### src/rtl/cvt_pkg.sv
package cvt_pkg;
  typedef enum logic [1:0] {
    SEL_ABS = 2'd0,
    SEL_REL = 2'd1,
    SEL_CTL = 2'd2,
    SEL_OFS = 2'd3
  } sel_e;

  localparam int CTL_EN_BIT   = 0;
  localparam int CTL_MASK_BIT = 1;
  localparam int CTL_STAT_BIT = 2;

  typedef struct packed {
    logic mask;
    logic en;
  } ctl_t;
endpackage

### src/rtl/cvt_regs.sv
module cvt_regs #(
  parameter int CW         = 64,
  parameter int RW         = 32,
  parameter bit IS_VIRTUAL = 1'b1
) (
  input  logic          clk,
  input  logic          rst,
  input  logic          wr_en,
  input  logic [1:0]    wr_sel,
  input  logic [CW-1:0] wr_data,
  input  logic [CW-1:0] adj_cnt,
  output logic [CW-1:0] cmp_q,
  output cvt_pkg::ctl_t ctl_q,
  output logic [CW-1:0] ofs_q
);
  import cvt_pkg::*;

  localparam int EXT_W = CW - RW;

  logic [CW-1:0] rel_ext;
  logic          wr_abs, wr_rel, wr_ctl, wr_ofs;

  assign wr_abs  = wr_en && (wr_sel == SEL_ABS);
  assign wr_rel  = wr_en && (wr_sel == SEL_REL);
  assign wr_ctl  = wr_en && (wr_sel == SEL_CTL);
  assign wr_ofs  = wr_en && (wr_sel == SEL_OFS);
  assign rel_ext = {{EXT_W{wr_data[RW-1]}}, wr_data[RW-1:0]};

  // compare value: absolute or relative load
  always_ff @(posedge clk) begin
    if (rst) begin
      cmp_q <= '0;
    end else if (wr_abs) begin
      cmp_q <= wr_data;
    end else if (wr_rel) begin
      cmp_q <= adj_cnt + rel_ext;
    end
  end

  // control: only enable and mask are writable
  always_ff @(posedge clk) begin
    if (rst) begin
      ctl_q <= '0;
    end else if (wr_ctl) begin
      ctl_q.en   <= wr_data[CTL_EN_BIT];
      ctl_q.mask <= wr_data[CTL_MASK_BIT];
    end
  end

  generate
    if (IS_VIRTUAL) begin : g_virt
      logic [CW-1:0] ofs_r;
      always_ff @(posedge clk) begin
        if (rst) begin
          ofs_r <= '0;
        end else if (wr_ofs) begin
          ofs_r <= wr_data;
        end
      end
      assign ofs_q = ofs_r;
    end else begin : g_phys
      assign ofs_q = '0;
    end
  endgenerate
endmodule

### src/rtl/cvt_compare.sv
module cvt_compare #(
  parameter int CW = 64,
  parameter int RW = 32
) (
  input  logic [CW-1:0] cnt_i,
  input  logic [CW-1:0] ofs,
  input  logic [CW-1:0] cmp,
  input  logic          en,
  output logic [CW-1:0] adj_cnt,
  output logic          status,
  output logic [RW-1:0] rel_val
);
  logic [CW-1:0] diff;
  logic          reached;

  assign adj_cnt = cnt_i - ofs;
  assign reached = (adj_cnt >= cmp);
  assign status  = en & reached;
  assign diff    = cmp - adj_cnt;
  assign rel_val = diff[RW-1:0];
endmodule

### src/rtl/cvt_readout.sv
module cvt_readout #(
  parameter int CW = 64,
  parameter int RW = 32
) (
  input  logic          clk,
  input  logic          rst,
  input  logic          rd_en,
  input  logic [1:0]    rd_sel,
  input  logic [CW-1:0] cmp,
  input  logic [RW-1:0] rel_val,
  input  cvt_pkg::ctl_t ctl,
  input  logic          status,
  input  logic [CW-1:0] ofs,
  output logic [CW-1:0] rd_data
);
  import cvt_pkg::*;

  logic [CW-1:0] ctl_word;
  logic [CW-1:0] rd_next;

  always_comb begin
    ctl_word               = '0;
    ctl_word[CTL_EN_BIT]   = ctl.en;
    ctl_word[CTL_MASK_BIT] = ctl.mask;
    ctl_word[CTL_STAT_BIT] = status;
  end

  always_comb begin
    case (rd_sel)
      SEL_ABS: rd_next = cmp;
      SEL_REL: rd_next = {{(CW-RW){1'b0}}, rel_val};
      SEL_CTL: rd_next = ctl_word;
      default: rd_next = ofs;
    endcase
  end

  always_ff @(posedge clk) begin
    if (rst) begin
      rd_data <= '0;
    end else if (rd_en) begin
      rd_data <= rd_next;
    end
  end
endmodule

### src/rtl/cmp_timer_chan.sv
module cmp_timer_chan #(
  parameter int CW         = 64,
  parameter int RW         = 32,
  parameter bit IS_VIRTUAL = 1'b1
) (
  input  logic          clk,
  input  logic          rst,
  input  logic [CW-1:0] cnt_i,
  input  logic          wr_en,
  input  logic [1:0]    wr_sel,
  input  logic [CW-1:0] wr_data,
  input  logic          rd_en,
  input  logic [1:0]    rd_sel,
  output logic [CW-1:0] rd_data,
  output logic          irq_o
);
  import cvt_pkg::*;

  logic [CW-1:0] cmp_q;
  logic [CW-1:0] ofs_q;
  logic [CW-1:0] adj_cnt;
  logic [RW-1:0] rel_val;
  ctl_t          ctl_q;
  logic          status_w;
  logic          ctl_en, ctl_mask;

  assign ctl_en   = ctl_q.en;
  assign ctl_mask = ctl_q.mask;

  cvt_regs #(.CW(CW), .RW(RW), .IS_VIRTUAL(IS_VIRTUAL)) u_regs (
    .clk     (clk),
    .rst     (rst),
    .wr_en   (wr_en),
    .wr_sel  (wr_sel),
    .wr_data (wr_data),
    .adj_cnt (adj_cnt),
    .cmp_q   (cmp_q),
    .ctl_q   (ctl_q),
    .ofs_q   (ofs_q)
  );

  cvt_compare #(.CW(CW), .RW(RW)) u_cmp (
    .cnt_i   (cnt_i),
    .ofs     (ofs_q),
    .cmp     (cmp_q),
    .en      (ctl_en),
    .adj_cnt (adj_cnt),
    .status  (status_w),
    .rel_val (rel_val)
  );

  cvt_readout #(.CW(CW), .RW(RW)) u_rd (
    .clk     (clk),
    .rst     (rst),
    .rd_en   (rd_en),
    .rd_sel  (rd_sel),
    .cmp     (cmp_q),
    .rel_val (rel_val),
    .ctl     (ctl_q),
    .status  (status_w),
    .ofs     (ofs_q),
    .rd_data (rd_data)
  );

  // glitch-free level output
  always_ff @(posedge clk) begin
    if (rst) begin
      irq_o <= 1'b0;
    end else begin
      irq_o <= status_w & ~ctl_mask;
    end
  end
endmodule

### config.mk
export PLATFORM = sky130hd
export DESIGN_NAME = cmp_timer_chan
export DESIGN_NICKNAME = d
export VERILOG_FILES = /design/src/rtl/cvt_pkg.sv /design/src/rtl/cvt_regs.sv /design/src/rtl/cvt_compare.sv /design/src/rtl/cvt_readout.sv /design/src/rtl/cmp_timer_chan.sv
export SDC_FILE = /design/constraint.sdc
export NUM_CORES = 1
export LEC_CHECK = 0
export ABC_AREA = 1
export BUFFER_PORTS_ARGS = -buffer_cell sky130_fd_sc_hd__buf_2
export CAP_MARGIN = 10
export CORE_ASPECT_RATIO = 0.7
export CORE_MARGIN = 2
export CORE_UTILIZATION = 30
export CTS_CLUSTER_DIAMETER = 80
export DETAILED_ROUTE_END_ITERATION = 8
export GPL_TIMING_DRIVEN = 0
export PLACE_DENSITY = 0.54
export SLEW_MARGIN = 40
export SYNTH_ARGS = -nofsm -noshare
export SYNTH_HDL_FRONTEND = slang
export SYNTH_HIERARCHICAL = 1
export SYNTH_SLANG_ARGS = --single-unit
### constraint.sdc
create_clock -name clk -period 9.7 [get_ports clk]
set_input_delay 0 -clock clk [delete_from_list [all_inputs] [get_ports clk]]
set_output_delay 0 -clock clk [all_outputs]
set_load 0.01 [all_outputs]
# [Word level (Yosys, flattened, before mapping)]
# Index checks and enable logic that the tools add are counted.
[op_classes] bitwise_logic=3 reduce_logical=7 n_div=0 n_eq_ne=5 add_sub_neg=3 n_shift=0 order_cmp=1 n_mul=0 muxes=3
[ops] operator="$pmux 64 s3" count=1
[ops] operator="$mux 64" count=2
[ops] operator="$add 64x64->64" count=1
[ops] operator="$ge 64x64->1" count=1
[ops] operator="$sub 64x64->64" count=1
[ops] operator="$sub 32x32->32" count=1
[ops] operator="$eq 2x2->1 const B" count=3
[ops] operator="$eq 2x1->1 const B" count=2
[ops] operator="$logic_and 1x1->1" count=4
[ops] operator="$logic_not 2->1" count=2
[ops] operator="$and 1x1->1" count=2
[ops] operator="$reduce_bool 2->1" count=1
[ops] operator="$not 1->1" count=1
[word_totals] latch_bits=0 output_inout_bits=65 mem_bits_ro=0 regBits=195 n_memories=0 ram_bits=0 inputBits=136 word_cells=28

# [Depth between registers and ports, before layout]
# Gate-level depths: netlist of the first run.
[logic_depth] ltp_word=4 mapped_depth=31 mapped_depth_nobuf=31

# [Cells and area by module]
# Netlist of the first run, hierarchy kept.
[modules_own_cells] mod="cvt_regs" cells_each=1916 instances=1 area_per_inst_um2=10846.7 seq_area_each_um2=2602.5
[modules_own_cells] mod="cvt_compare" cells_each=1918 instances=1 area_per_inst_um2=9560.4 seq_area_each_um2=0.0
[modules_own_cells] mod="cvt_readout" cells_each=431 instances=1 area_per_inst_um2=2989.1 seq_area_each_um2=1281.2
[modules_own_cells] mod="cmp_timer_chan" cells_each=4 instances=1 area_per_inst_um2=33.8 seq_area_each_um2=20.0

# [Worst setup path after synthesis of the first run]
# No wires, ideal clock.
[synth_path] kind="register to register" start="register u_regs.g_virt.ofs_r[0], in the netlist u_regs/ofs_q[0]" end="register u_rd.rd_data[2]" setup_time_ps=70 path_buffers=0 slack_ps=6538 arrival_time_ps=3092 period_less_slack_ps=3162 stages_incl_launch_ff=27 t_required_ps=9630 cell_sequence="dfxtp_1 ha_1 inv_1 fa_1 nand3_1 nand3_2 nand2_1 nand2_2 nand2_1 nand2_1 nand2_1 nand2_2 xor2_2 ha_1 inv_1 nor3_1 and2_1 nand2_1 nand3_1 nand2_1 inv_1 nand2_1 a21oi_1 o21ai_0 nand3_1 nand2_1 a21oi_1"
[synth_between] elab_chain_cells=4 elab_cells_between_ends=5 cone_classes="add/sub (2); order compare (1); mux (1); bitwise (1)"
[synth_rtl] item="start: declaration" line="cvt_regs.sv:52" source="logic [CW-1:0] ofs_r;"
[synth_rtl] item="start signal: assignment" line="cvt_regs.sv:57" source="ofs_r <= wr_data;"
[synth_rtl] item="$sub 64x64->64" line="cvt_compare.sv:16" source="assign adj_cnt = cnt_i - ofs;"
[synth_rtl] item="net adj_cnt[30]" line="cmp_timer_chan.sv:21" source="logic [CW-1:0] adj_cnt;"
[synth_rtl] item="$ge 64x64->1" line="cvt_compare.sv:17" source="assign reached = (adj_cnt >= cmp);"
[synth_rtl] item="$and 1x1->1" line="cvt_compare.sv:18" source="assign status = en & reached;"
[synth_rtl] item="net status_w" line="cmp_timer_chan.sv:24" source="logic status_w;"
[synth_rtl] item="$pmux 64 s3" line="cvt_readout.sv:29" source="case (rd_sel)"
[synth_rtl] item="end signal: assignment" line="cvt_readout.sv:41" source="rd_data <= rd_next;"
[synth_rtl] item="end: declaration" line="cvt_readout.sv:14" source="output logic [CW-1:0] rd_data"
# The timed path passes the listed nets, and every way through them passes these cells.
# A chain may end at the register's enable or synchronous reset.

# [Worst setup path after layout of the first run]
[layout_path] start="register u_regs.g_virt.ofs_r[0], in the netlist u_regs/ofs_q[0]" end="register u_rd.rd_data[17]"
[layout_between] elab_chain_cells=3
[layout_rtl] item="$sub 64x64->64" line="cvt_compare.sv:16"
[layout_rtl] item="net adj_cnt[16]" line="cmp_timer_chan.sv:21"
[layout_rtl] item="$sub 32x32->32" line="cvt_compare.sv:19" source="assign diff = cmp - adj_cnt;"
[layout_rtl] item="net rel_val[17]" line="cmp_timer_chan.sv:22" source="logic [RW-1:0] rel_val;"
[layout_rtl] item="$pmux 64 s3" line="cvt_readout.sv:29"
# The timed path passes the listed nets, and every way through them passes these cells.

==> summary.txt, run 1 <==
Outcome
  • Outcome: finished, final reports clean

Logic synthesis
  • Largest family of logic cells by synthesized area: simple AND/OR/NAND/NOR gates
  • Xor and xnor area share after synthesis: 0.0304
  • Post-synthesis compound-gate area fraction: 0.137
  • Mapped Area: 0.0234 mm^2
  • Fraction of registers with async set or reset after synthesis: 0
  • Sequential area share after synthesis: 0.167
  • Yosys top cell by area: nand2_1
  • Register bit count reported by yosys: 195
  • Cells after Synth: 4269
  • Post-synth EDFFs: 0
  • Post-synthesis simple-gate area fraction: 0.386
  • Adder-Cell Fraction of Synth Area: 0.121
  • Mux cell area share after synthesis: 0
  • Syn Nets: 4629
  • Distinct cells, synth: 47
  • Synth Area per Inst: 5.49 um^2
  • Post-synth top flop: dfxtp_1
  • Warnings, synthesis: 6
  • Synth top area share: 0.255
  • Top cells by area, synth: nand2_1, dfxtp_1, inv_1, ha_1, a21oi_1

Critical path
  • CP max FO: 5
  • CP arrival: 5.12 ns
  • Worst path max stage delay: 0.80 ns
  • Critical path, cell by cell: ha_1 -> inv_1 -> fa_1 -> nand3_1 -> nand3_2 -> nand2_1 -> nand2_2 -> nand2_1 -> nand2_1 -> xor2_1 -> ha_1 -> a21oi_1 -> o21ai_0 -> a21oi_1 -> nand3_1 -> xor2_1 -> nand2_1 -> nand2_1 -> nor2_1 -> nor2_1
  • Delay-heaviest family, CP: simple AND/OR/NAND/NOR gates
  • CP most frequent cell: nand2_1
  • CP Launch Type: flop
  • Buf/Inv on CP: 1
  • Slowest CP cell: xor2_1
  • CP endpoint kind: flop
  • Critical path required time: 10.05 ns
  • Crit path kind: flop to flop

Cells and area
  • Synth-to-layout area growth: 15.2%
  • Filler cell count: 8779
  • Layout cells sized above 1: 0.0728
  • Final net count: 4907

Drt
  • Total wire length: 108000 um
  • Final ANT Viol Nets: 0
  • Vias: 27479
  • 1st-pass router iterations: 5
  • Drt first-iter violations: 2944
  • DRC violations left: 0
  • Vias/cell: 4.90
  • Wirelength per Cell: 19.3 um

STA
  • Layout Skew: 0.0141 ns
  • Final Cycle Share: 0.492
  • Aggregate negative setup slack: 0 ns
  • Max-slew headroom: 0.337
  • Final Max Tran Viols: 0
  • RSZ-0062 raised after global routing: false
  • Hold Vio Cnt, Final: 0
  • Hold slack: 0.0342 ns
  • Fmax achieved: 210 MHz
  • Final setup fails: 0
  • Post-route setup slack: 4.93 ns
  • Worst-Margin Slew: 0.991 ns
  • Final min period: 4.77 ns

Placement
  • GPL Wtd Cong: 1.00
  • Worst slack, placed: 5.13 ns
  • IO Port Bufs: 195
  • Hpwl dp: 94300 um

Clock tree
  • Clk buf depth: 2
  • CTS Root Cell: clkbuf_16
  • Worst-path clk slew: 0.08 ns
  • Clock latency on the worst-skew pair: 0.46 ns
  • H-tree levels: 4
  • CTS Buf Count: 17
  • CTS sink cnt: 195
  • CTS tree: yes

Power and ir drop
  • Power per cell area: 131 mW/mm^2
  • Design Power: 3530 uW
  • Leak: 0.0145 uW
  • Worst vdd ir: 0.122 mV

Floorplan
  • Die Span Y: 238 um
  • Die width: 338 um
  • I/O pin cnt: 201
  • Initial Utilization: 0.304
  • Die area: 0.0804 mm^2
  • Rows: 85
  • CORE AREA: 0.0771 mm^2

GRT
  • Gr usage total: 0.265
  • Global-route wire length before repair: 156000 um
  • Largest net degree at the start of global routing: 36
  • Vias in the first global route: 24918
  • GRT overflow: 0
  • Initial antenna violation count: 3

Run
  • Max Cap Viol: 0

Hold path
  • Min-Delay Path Class: input port to flop
-- stage by stage --
step | cell area (um^2) | utilization | std cells
global placement | 25700 | 0.333 | 5508
detailed placement | 25700 | 0.334 | 5508
finish | 27000 | 0.350 | 5607
CTS | 26900 | 0.349 | 5603
global route | 27000 | 0.350 | 5604
floorplan | 23400 | - | 4269
-- path summary, 6_finish.rpt --
check,from,endpoint,slack [ns],cells after the start
worst max-delay path,u_regs/ofs_q[0],u_rd/rd_data[17],4.93,20
worst min-delay path,rd_en,u_rd/rd_data[19],0.03,3
worst max register to register,u_regs/ofs_q[0],u_rd/rd_data[17],4.93,20
worst min register to register,u_rd/rd_data[1],u_rd/rd_data[1],0.47,2
-- worst reg2reg max path: cells and delay by family, from the launching register on --
kind / cells / cell delay (ns)
DFF: 1 / 0.36
AOI/OAI and AO/OA: 3 / 0.73
and+or+nand+nor: 11 / 1.27
adders and majority gates: 3 / 1.19
xor gates and xnor gates: 2 / 0.98
buffers and inverters: 1 / 0.14
-- report_power, final --
part / internal [uW] / switching [uW] / leakage, uW / total, uW
logic: 584 / 1310 / 0.0126 / 1900
registers: 850 / 65.1 / 0.00160 / 915
clock network: 355 / 365 / 0.000284 / 720
total: 1790 / 1740 / 0.0145 / 3530
-- final cells by class --
class	instances	area, um^2	share of cell area
inverter	878	3300	0.122
tap	1044	1310	0.0484
multi-input combinational	3098	15800	0.587
buffer	98	435	0.0161
sequential	195	3900	0.145
timing repair buffer	259	1610	0.0598
antenna	3	7.51	0.000278
clock inverter	11	115	0.00427
clock buffer	21	460	0.0171
-- flip-flops by register name, indices dropped and copies added (netlist names) --
name and flops:
u_rd/rd_data 64, u_regs/cmp_q 64, u_regs/ofs_q 64, u_regs/ctl_q 2, irq_o 1
-- cell usage after synthesis (all sizes together), types with 2 or more instances --
master,instances
nand2,1614
o211ai,2
nor3,40
o21a,11
xnor2,4
nor4,2
o21ai,127
a21o,5
a22o,41
fa,3
or2,6
buf,39
xor2,74
o21bai,3
nand3b,16
inv,877
nand4,82
a21oi,310
and2,7
clkbuf,59
nand3,166
nor2,285
dfxtp,195
a31oi,76
ha,221
-- timing repair --
action                    4_1_cts  5_1_grt
buffers inserted                0        0
resized for setup               0        0
hold endpoints to repair      113        0
hold buffers                   63        0
-- cell usage in the layout (no fill, tap or decap), types with 63 or more instances in the layout --
cell and count:
a21oi_1 310, a31oi_1 76, buf_2 222, dfxtp_1 195, dlygate4sd3_1 63, ha_1 221, inv_1 868, nand2_1 1592
nand3_1 161, nand4_1 82, nor2_1 272, o21ai_0 119, xor2_1 64
-- layer usage --
layer,wire length (um),track usage,vias up
li1,-,-,13803
met1,53500,0.404,12446
met2,40700,0.361,1104
met3,11100,0.0623,124
met4,2970,0.0727,2
met5,11,0,-
-- kinds of logic (layout without fill, tap and decap cells) --
kind of cell / after synthesis / after routing
AND/OR/NAND/NOR: 2219 / 2219
buffers and inverters: 976 / 1267
AO/OA/AOI/OAI: 577 / 577
adder cells (fa/ha/maj): 224 / 224
flip-flops: 195 / 195
XOR/XNOR: 78 / 78
other: 0 / 3
(Power assumes the default switching activity.)
==> inputs of run 2 (changes only) <==
--- a/config.mk
+++ b/config.mk
@@ -5,7 +5,7 @@
 export SDC_FILE = /design/constraint.sdc
 export NUM_CORES = 1
 export LEC_CHECK = 0
-export ABC_AREA = 1
+export ABC_AREA = 0
 export BUFFER_PORTS_ARGS = -buffer_cell sky130_fd_sc_hd__buf_2
 export CAP_MARGIN = 10
 export CORE_ASPECT_RATIO = 0.7
@@ -14,7 +14,7 @@
 export CTS_CLUSTER_DIAMETER = 80
 export DETAILED_ROUTE_END_ITERATION = 8
 export GPL_TIMING_DRIVEN = 0
-export PLACE_DENSITY = 0.54
+export PLACE_DENSITY = 0.56
 export SLEW_MARGIN = 40
 export SYNTH_ARGS = -nofsm -noshare
 export SYNTH_HDL_FRONTEND = slang
==> constraint.sdc (replaced) <==
create_clock -name clk -period 3.8 [get_ports clk]
set_input_delay 0 -clock clk [delete_from_list [all_inputs] [get_ports clk]]
set_output_delay 0 -clock clk [all_outputs]
set_load 0.01 [all_outputs]
==> run 2 against run 1 <==
  * The run now ends with setup timing left
  * Routed wire length is 21% lower
  * Final area is 2.0% higher
  * Cell count is 30% lower
  * Clock skew is 0.0027 ns higher
  * Critical endpoint is now u_rd/rd_data[2]
  * Die area is 14% lower
==> summary.txt, run 2 <==
Outcome
  • Outcome: finished, violations left
  • Failing checks: setup timing

STA
  • Fmax achieved: 181 MHz (-14%)
  • Worst-Margin Slew: 1.12 ns (+0.127 ns)
  • Final Max Tran Viols: 0 (unchanged)
  • RSZ-0062 raised after global routing: true
  • Aggregate negative setup slack: -78.22 ns (-78.22 ns)
  • Max-slew headroom: 0.248 (-0.0890)
  • Final setup fails: 74 (+74)
  • Final min period: 5.52 ns (+0.752 ns)
  • Post-route setup slack: -1.72 ns (-6.65 ns)
  • Layout Skew: 0.0167 ns (+0.00266 ns)
  • Hold Vio Cnt, Final: 0 (unchanged)
  • Hold slack: 0.0358 ns (+0.00157 ns)
  • Final Cycle Share: 1.45 (+0.962)

Placement
  • GPL Wtd Cong: 0.935 (-6.5%)
  • DP Area: 0.0228 mm^2 (-11%)
  • Post-Place Cells: 3699 (-33%)
  • Worst slack, placed: -2.30 ns (-7.43 ns)
  • IO Port Bufs: 198 (+1.5%)
  • Hpwl dp: 66300 um (-30%)

Clock tree
  • H-tree levels: 4 (unchanged)
  • Clk buf depth: 2 (unchanged)
  • CTS Root Cell: clkbuf_16
  • CTS Buf Count: 17 (unchanged)
  • Clock latency on the worst-skew pair: 0.49 ns (+0.03 ns)
  • Worst-path clk slew: 0.08 ns (about the same)
  • CTS tree: yes
  • CTS sink cnt: 195 (unchanged)

Drt
  • Final ANT Viol Nets: 0 (unchanged)
  • Drt first-iter violations: 2174 (-26%)
  • Vias/cell: 5.45 (+11%)
  • Wirelength per Cell: 21.8 um (+13%)
  • Total wire length: 85500 um (-21%)
  • Vias: 21372 (-22%)
  • DRC violations left: 0 (unchanged)
  • 1st-pass router iterations: 5 (unchanged)

Logic synthesis
  • Synth Area per Inst: 7.70 um^2 (+40%)
  • Top cells by area, synth: dfxtp_1, ha_1, a21oi_1, nand2_1, nor2_1
  • Cells after Synth: 2610 (-39%)
  • Warnings, synthesis: 6 (unchanged)
  • Distinct cells, synth: 94 (+100%)
  • Post-synth top cells: a21oi_1, nand2_1, nor2_1
  • Post-synth top flop: dfxtp_1
  • Sequential area share after synthesis: 0.194 (+0.0277)
  • Yosys top cell by area: dfxtp_1
  • Post-synth EDFFs: 0 (unchanged)
  • Register bit count reported by yosys: 195 (unchanged)
  • Mapped Area: 0.0201 mm^2 (-14%)
  • Syn Nets: 2970 (-36%)
  • Synth top area share: 0.194 (-0.0607)
  • Fraction of registers with async set or reset after synthesis: 0 (unchanged)
  • Most frequent cell after synthesis: a21oi_1

Cells and area
  • Synth-to-layout area growth: 37.0%
  • Final net count: 3379 (-31%)
  • ANT cells: 0 (-3)
  • Commonest non-fill, non-tap cells in the layout: nand2_1, buf_2, nor2_1
  • Final Cell Area: 0.0275 mm^2 (+2.0%)
  • Commonest non-fill, non-tap cell in the layout: nand2_1
  • Layout cells sized above 1: 0.319 (+0.247)
  • Post-Layout Cell Count: 3922 (-30%)

Floorplan
  • Die area: 0.0691 mm^2 (-14%)
  • Rows: 79 (-7.1%)
  • Die Span Y: 220 um (-7.3%)
  • Initial Utilization: 0.303 (-0.00102)
  • Die width: 313 um (-7.3%)
  • CORE AREA: 0.0663 mm^2 (-14%)
  • I/O pin cnt: 201 (unchanged)

Power and ir drop
  • Switching part of the total: 0.445 (-0.0485)
  • Clock power frac: 0.197 (-0.007)
  • Internal power: 5750 uW (+220%)
  • Part of the power in registers: 0.221 (-0.038)
  • Power per cell area: 377 mW/mm^2 (+190%)
  • Switching power: 4610 uW (+160%)
  • Leak: 0.0109 uW (-25%)
  • Worst vdd ir: 0.312 mV (+160%)
  • Logic pwr share: 0.581 (+0.044)

Hold path
  • Hold depth: 3 (unchanged)
  • Worst hold start: wr_data[31]
  • Min-Delay Path Class: input port to flop

Critical path
  • Critical path required time: 4.16 ns (-5.89 ns)
  • Crit path kind: flop to flop
  • Delay-heaviest family, CP: compound AO/OA/AOI/OAI gates
  • Slowest CP cell: mux4_2
  • Critical path, cell by cell: ha_4 -> inv_2 -> fa_2 -> a211oi_4 -> o21bai_4 -> a21o_1 -> a21o_4 -> a31oi_4 -> a2111oi_4 -> buf_6 -> o21ai_4 -> a21oi_1 -> a2111oi_4 -> ha_1 -> a21o_1 -> a21oi_2 -> o21ai_0 -> a21oi_1 -> o311ai_1 -> a32o_2 -> mux4_2 -> mux2i_1 -> nor2_1
  • CP max FO: 6 (+1)
  • CP Depth: 23 (+15%)
  • CP arrival: 5.88 ns (+0.76 ns)
  • Buf/Inv on CP: 2 (+1)
  • Worst path max stage delay: 0.50 ns (-0.30 ns)
  • CP Launch Type: flop
  • CP endpoint kind: flop
  • R2r worst-path depth: 23 (+15%)
  • Critical path origin: u_regs/ofs_q[0]
  • Critical R2R Launch: u_regs/ofs_q[0]

GRT
  • Vias in the first global route: 19094 (-23%)
  • GRT overflow: 0 (unchanged)
  • Largest net degree at the start of global routing: 36 (unchanged)
  • Gr usage total: 0.235 (-0.0296)
  • Initial antenna violation count: 2 (-1)
  • Global-route wire length before repair: 123000 um (-21%)

Run
  • Max Cap Viol: 0 (unchanged)
## run 2: per-stage QoR
step	util	total power, uW
4_1_cts	0.383	9390
5_1_grt	0.415	10900
3_3_place_gp	0.343	6860
2_1_floorplan	-	5630
6_report	0.415	10400
3_5_place_dp	0.344	6870
## run 2: worst paths after layout
path / end / slack [ns]
worst max-delay path: u_rd/rd_data[2] / -1.72
worst min-delay path: u_regs/ofs_q[31] / 0.04
worst max register to register: u_rd/rd_data[2] / -1.72
worst min register to register: u_regs/ofs_q[10] / 0.47
## run 2: final cells by class
cell class | count | area (um^2)
buffer | 137 | 781
tap | 891 | 1110
fill | 6772 | 38800
timing repair buffer | 398 | 2780
clock buffer | 17 | 425
inverter | 193 | 724
sequential | 195 | 3920
multi-input combinational | 2077 | 17600
clock inverter | 14 | 193
## run 2: power groups by stage
stage	registers [uW]	logic (uW)	clock network, uW
after floorplan	2320	3310	0
after global placement	2340	4520	0
after detailed placement	2330	4530	0
after CTS	2290	5020	2070
after global routing	2310	6450	2150
final	2290	6020	2050
## run 2: kinds of logic (layout without fill, tap and decap cells)
| group | Yosys count | count (layout) | synth area share |
|---|---|---|---|
| muxes | 78 | 78 | 0.0412 |
| and+or+nand+nor | 795 | 795 | 0.189 |
| DFF | 195 | 195 | 0.194 |
| adders and majority gates | 224 | 224 | 0.141 |
| xor gates and xnor gates | 142 | 142 | 0.0619 |
| buffers and inverters | 338 | 759 | 0.0720 |
| AOI/OAI and AO/OA | 838 | 838 | 0.301 |
## run 2: tightest hold or removal path: cells and delay by family
kind / cells / cell delay (ns)
buffers and inverters: 1 / 0.26
and+or+nand+nor: 1 / 0.13
AOI/OAI and AO/OA: 1 / 0.07
## run 2: what timing repair did
action / in CTS / in global routing
resized for setup: 167 / 326
hold buffers: 66 / 0
pin swaps: 74 / 145
endpoints found under the setup margin: 77 / 80
buffers inserted: 68 / 81
hold endpoints to repair: 113 / 0
## run 2: metal layers
layer / GRT usage / vias up / wire length [um]
met4: 0.0356 / 0 / 1020
li1: - / 10146 / -
met3: 0.0554 / 60 / 8230
met1: 0.372 / 10265 / 43100
met2: 0.318 / 901 / 33100
met5: 0 / - / 0
==> inputs of run 3 (changes only) <==
--- a/config.mk
+++ b/config.mk
@@ -7,13 +7,14 @@
 export LEC_CHECK = 0
 export ABC_AREA = 0
 export BUFFER_PORTS_ARGS = -buffer_cell sky130_fd_sc_hd__buf_2
-export CAP_MARGIN = 10
+export CAP_MARGIN = 5
 export CORE_ASPECT_RATIO = 0.7
 export CORE_MARGIN = 2
 export CORE_UTILIZATION = 30
 export CTS_CLUSTER_DIAMETER = 80
 export DETAILED_ROUTE_END_ITERATION = 8
 export GPL_TIMING_DRIVEN = 0
+export MAX_ROUTING_LAYER = met4
 export PLACE_DENSITY = 0.56
 export SLEW_MARGIN = 40
 export SYNTH_ARGS = -nofsm -noshare
==> run 3 against run 2 <==
  * The run still ends with setup timing left
  * Clock power down 2%
  * Worst hold slack worse by 0.022 ns
  * Sequential power about the same
  * First-iteration DRC count down 5.6%
  * Core utilization down 1.7 points
  * Via count down 1.1%
  * Global-route usage up 0.74 points
  * Final area down 4.0%
  * Worst setup slack better by 0.014 ns
  * Clock skew up 0.0030 ns
  * Combinational power down 8.3%
  * Register-to-register slack about the same
==> summary.txt, run 3 (synthesized netlist as in run 2, its figures left out) <==
Hold path
  • Worst hold start: wr_data[31]
  • Worst hold endpoint: u_regs/ofs_q[31]
  • Min-Delay Path Class: input port to flop
  • Hold depth: 3 (unchanged)

Cells and area
  • Synth-to-layout area growth: 31.5%
  • Reg area: 0.00392 mm^2 (about the same)
  • Commonest non-fill, non-tap cells in the layout: nand2_1, a21oi_1, nor2_1
  • Commonest non-fill, non-tap cell in the layout: nand2_1
  • Multi-input combinational cell area: 0.0167 mm^2 (-4.9%)
  • Final Util: 0.398 (-0.0167)
  • Layout cells sized above 1: 0.275 (-0.0445)
  • Final net count: 3349 (-0.89%)
  • Filler cell count: 6759 (-0.19%)

Critical path
  • Crit path kind: flop to flop
  • CP Launch Type: flop
  • Flop-to-flop setup slack: -1.71 ns (about the same)
  • CP arrival: 5.87 ns (about the same)
  • R2R Path End: u_rd/rd_data[2]
  • Critical R2R Launch: u_regs/ofs_q[0]
  • CP max FO: 5 (-1)
  • R2r worst-path depth: 27 (+17%)
  • CP endpoint kind: flop
  • Critical path required time: 4.16 ns (about the same)

Clock tree
  • CTS sink cnt: 195 (unchanged)
  • CTS Buf Count: 17 (unchanged)
  • CTS tree: yes
  • Clock latency on the worst-skew pair: 0.49 ns (about the same)
  • H-tree levels: 4 (unchanged)
  • Worst-path clk slew: 0.08 ns (about the same)
  • Clk buf depth: 2 (unchanged)
  • CTS Root Cell: clkbuf_16

STA
  • Final Max Tran Viols: 0 (unchanged)
  • Post-route setup slack: -1.71 ns (+0.0136 ns)
  • Fmax achieved: 181 MHz (+0.25%)
  • Layout Skew: 0.0197 ns (+0.00295 ns)
  • Final Cycle Share: 1.45 (-0.00358)
  • Final setup fails: 74 (unchanged)
  • RSZ-0062 raised after global routing: true
  • Worst-Margin Slew: 0.932 ns (-0.187 ns)
  • Hold Vio Cnt, Final: 0 (unchanged)
  • Hold slack: 0.0140 ns (-0.0218 ns)
  • Final min period: 5.51 ns (-0.0136 ns)
  • Max-slew headroom: 0.379 (+0.131)

GRT
  • GR Layer Usage met3: 0.0825 (+0.0271)
  • Met2 usage: 0.313 (-0.00494)
  • Initial antenna violation count: 4 (+2)
  • Global route hottest layer: met1
  • Gr usage total: 0.243 (+0.00741)
  • Met1 Track Usage GR: 0.361 (-0.0113)
  • Vias in the first global route: 18971 (-0.64%)
  • Largest net degree at the start of global routing: 36 (unchanged)
  • GRT overflow: 0 (unchanged)
  • Global-route wire length before repair: 122000 um (-0.31%)

Power and ir drop
  • Leak: 0.0106 uW (-3.1%)
  • Design Power: 9810 uW (-5.3%)
  • Power per cell area: 371 mW/mm^2 (-1.3%)
  • Worst vdd ir: 0.315 mV (+0.97%)

Floorplan
  • Die Span Y: 220 um (unchanged)
  • Die area: 0.0691 mm^2 (unchanged)
  • Rows: 79 (unchanged)
  • CORE AREA: 0.0663 mm^2 (unchanged)
  • Initial Utilization: 0.303 (unchanged)
  • I/O pin cnt: 201 (unchanged)
  • Die width: 313 um (unchanged)

Placement
  • GPL Wtd Cong: 0.947 (+1.3%)
  • Hpwl dp: 66100 um (-0.34%)
  • IO Port Bufs: 198 (unchanged)

Drt
  • DRC violations left: 0 (unchanged)
  • Wirelength per Cell: 21.5 um (-1.3%)
  • Total wire length: 83800 um (-2.0%)
  • Vias: 21131 (-1.1%)
  • 1st-pass router iterations: 6 (+1)
  • Vias/cell: 5.43 (-0.44%)
  • Drt first-iter violations: 2053 (-5.6%)
  • Final ANT Viol Nets: 0 (unchanged)

Run
  • Max Cap Viol: 0 (unchanged)

Outcome
  • Failing checks: setup timing
  • Outcome: finished, violations left
## run 3: worst max-delay path by stage
stage | start | to | slack (ns) | depth (start not counted)
detailed placement | u_regs/ofs_q[11] | u_rd/rd_data[2] | -2.30 | 24
CTS | u_regs/ofs_q[0] | u_rd/rd_data[2] | -1.63 | 25
global route | u_regs/ofs_q[0] | u_rd/rd_data[2] | -1.86 | 27
global placement | u_regs/ofs_q[1] | u_rd/rd_data[2] | -2.70 | 23
finish | u_regs/ofs_q[0] | u_rd/rd_data[2] | -1.71 | 27
floorplan | u_regs/ofs_q[0] | u_regs/cmp_q[61] | -0.85 | 23
## run 3: critical path, cell delays in order, from the launching register on
cell and delay (ns):
dfxtp_4 0.36, ha_4 0.12, inv_2 0.03, fa_2 0.36
a211oi_4 0.26, o21bai_4 0.12, a21o_1 0.23, a21o_4 0.28
a31oi_4 0.30, a2111oi_4 0.12, buf_6 0.18, o21ai_4 0.29
buf_6 0.15, a21oi_2 0.06, xor2_2 0.18, ha_2 0.18
a21o_1 0.15, a21o_1 0.17, a21o_1 0.17, a21o_1 0.18
a21oi_2 0.16, nor2b_1 0.06, o21ai_1 0.13, o311ai_1 0.11
a32o_2 0.30, mux4_2 0.51, mux2i_1 0.15, nor2_1 0.05
## run 3: metal layers
| layer | wire [um] | share of wire |
|---|---|---|
| met3 | 9260 | 0.11 |
| met1 | 42000 | 0.50 |
| met4 | 842 | 0.010 |
| met5 | 0 | 0 |
| met2 | 31600 | 0.38 |
## run 3: layout make-up
class | instances | area share
repair buffers | 365 | 0.0947
well taps | 891 | 0.0422
diodes | 2 | 0.000190
flip-flops and latches | 195 | 0.148
clock inverters | 14 | 0.00696
multi-input cells | 2077 | 0.633
clock buffers | 18 | 0.0163
plain buffers | 140 | 0.0311
inverters | 193 | 0.0274
## run 3: power by group
group | internal, uW | switching, uW | leakage [uW] | total (uW)
logic | 2300 | 3220 | 0.00868 | 5520
clock network | 903 | 1100 | 0.000291 | 2000
registers | 2170 | 119 | 0.00161 | 2290
total | 5370 | 4440 | 0.0106 | 9810
## run 3: timing repair
item	4_1_cts	5_1_grt
pin swaps	103	46
hold buffers	66	0
gates cloned	0	0
endpoints found under the setup margin	77	81
buffers inserted	102	13
hold endpoints to repair	118	0
gates resized for setup	232	83
## run 3: per-stage QoR
stage	setup slack [ns]	area (um^2)	std cells	TNS [ns]
floorplan	-0.850	20700	2610	-21.03
global placement	-2.70	22800	3699	-94.39
detailed placement	-2.30	22800	3699	-93.50
CTS	-1.63	26000	3884	-70.07
global route	-1.86	26400	3895	-88.01
finish	-1.71	26400	3895	-73.46
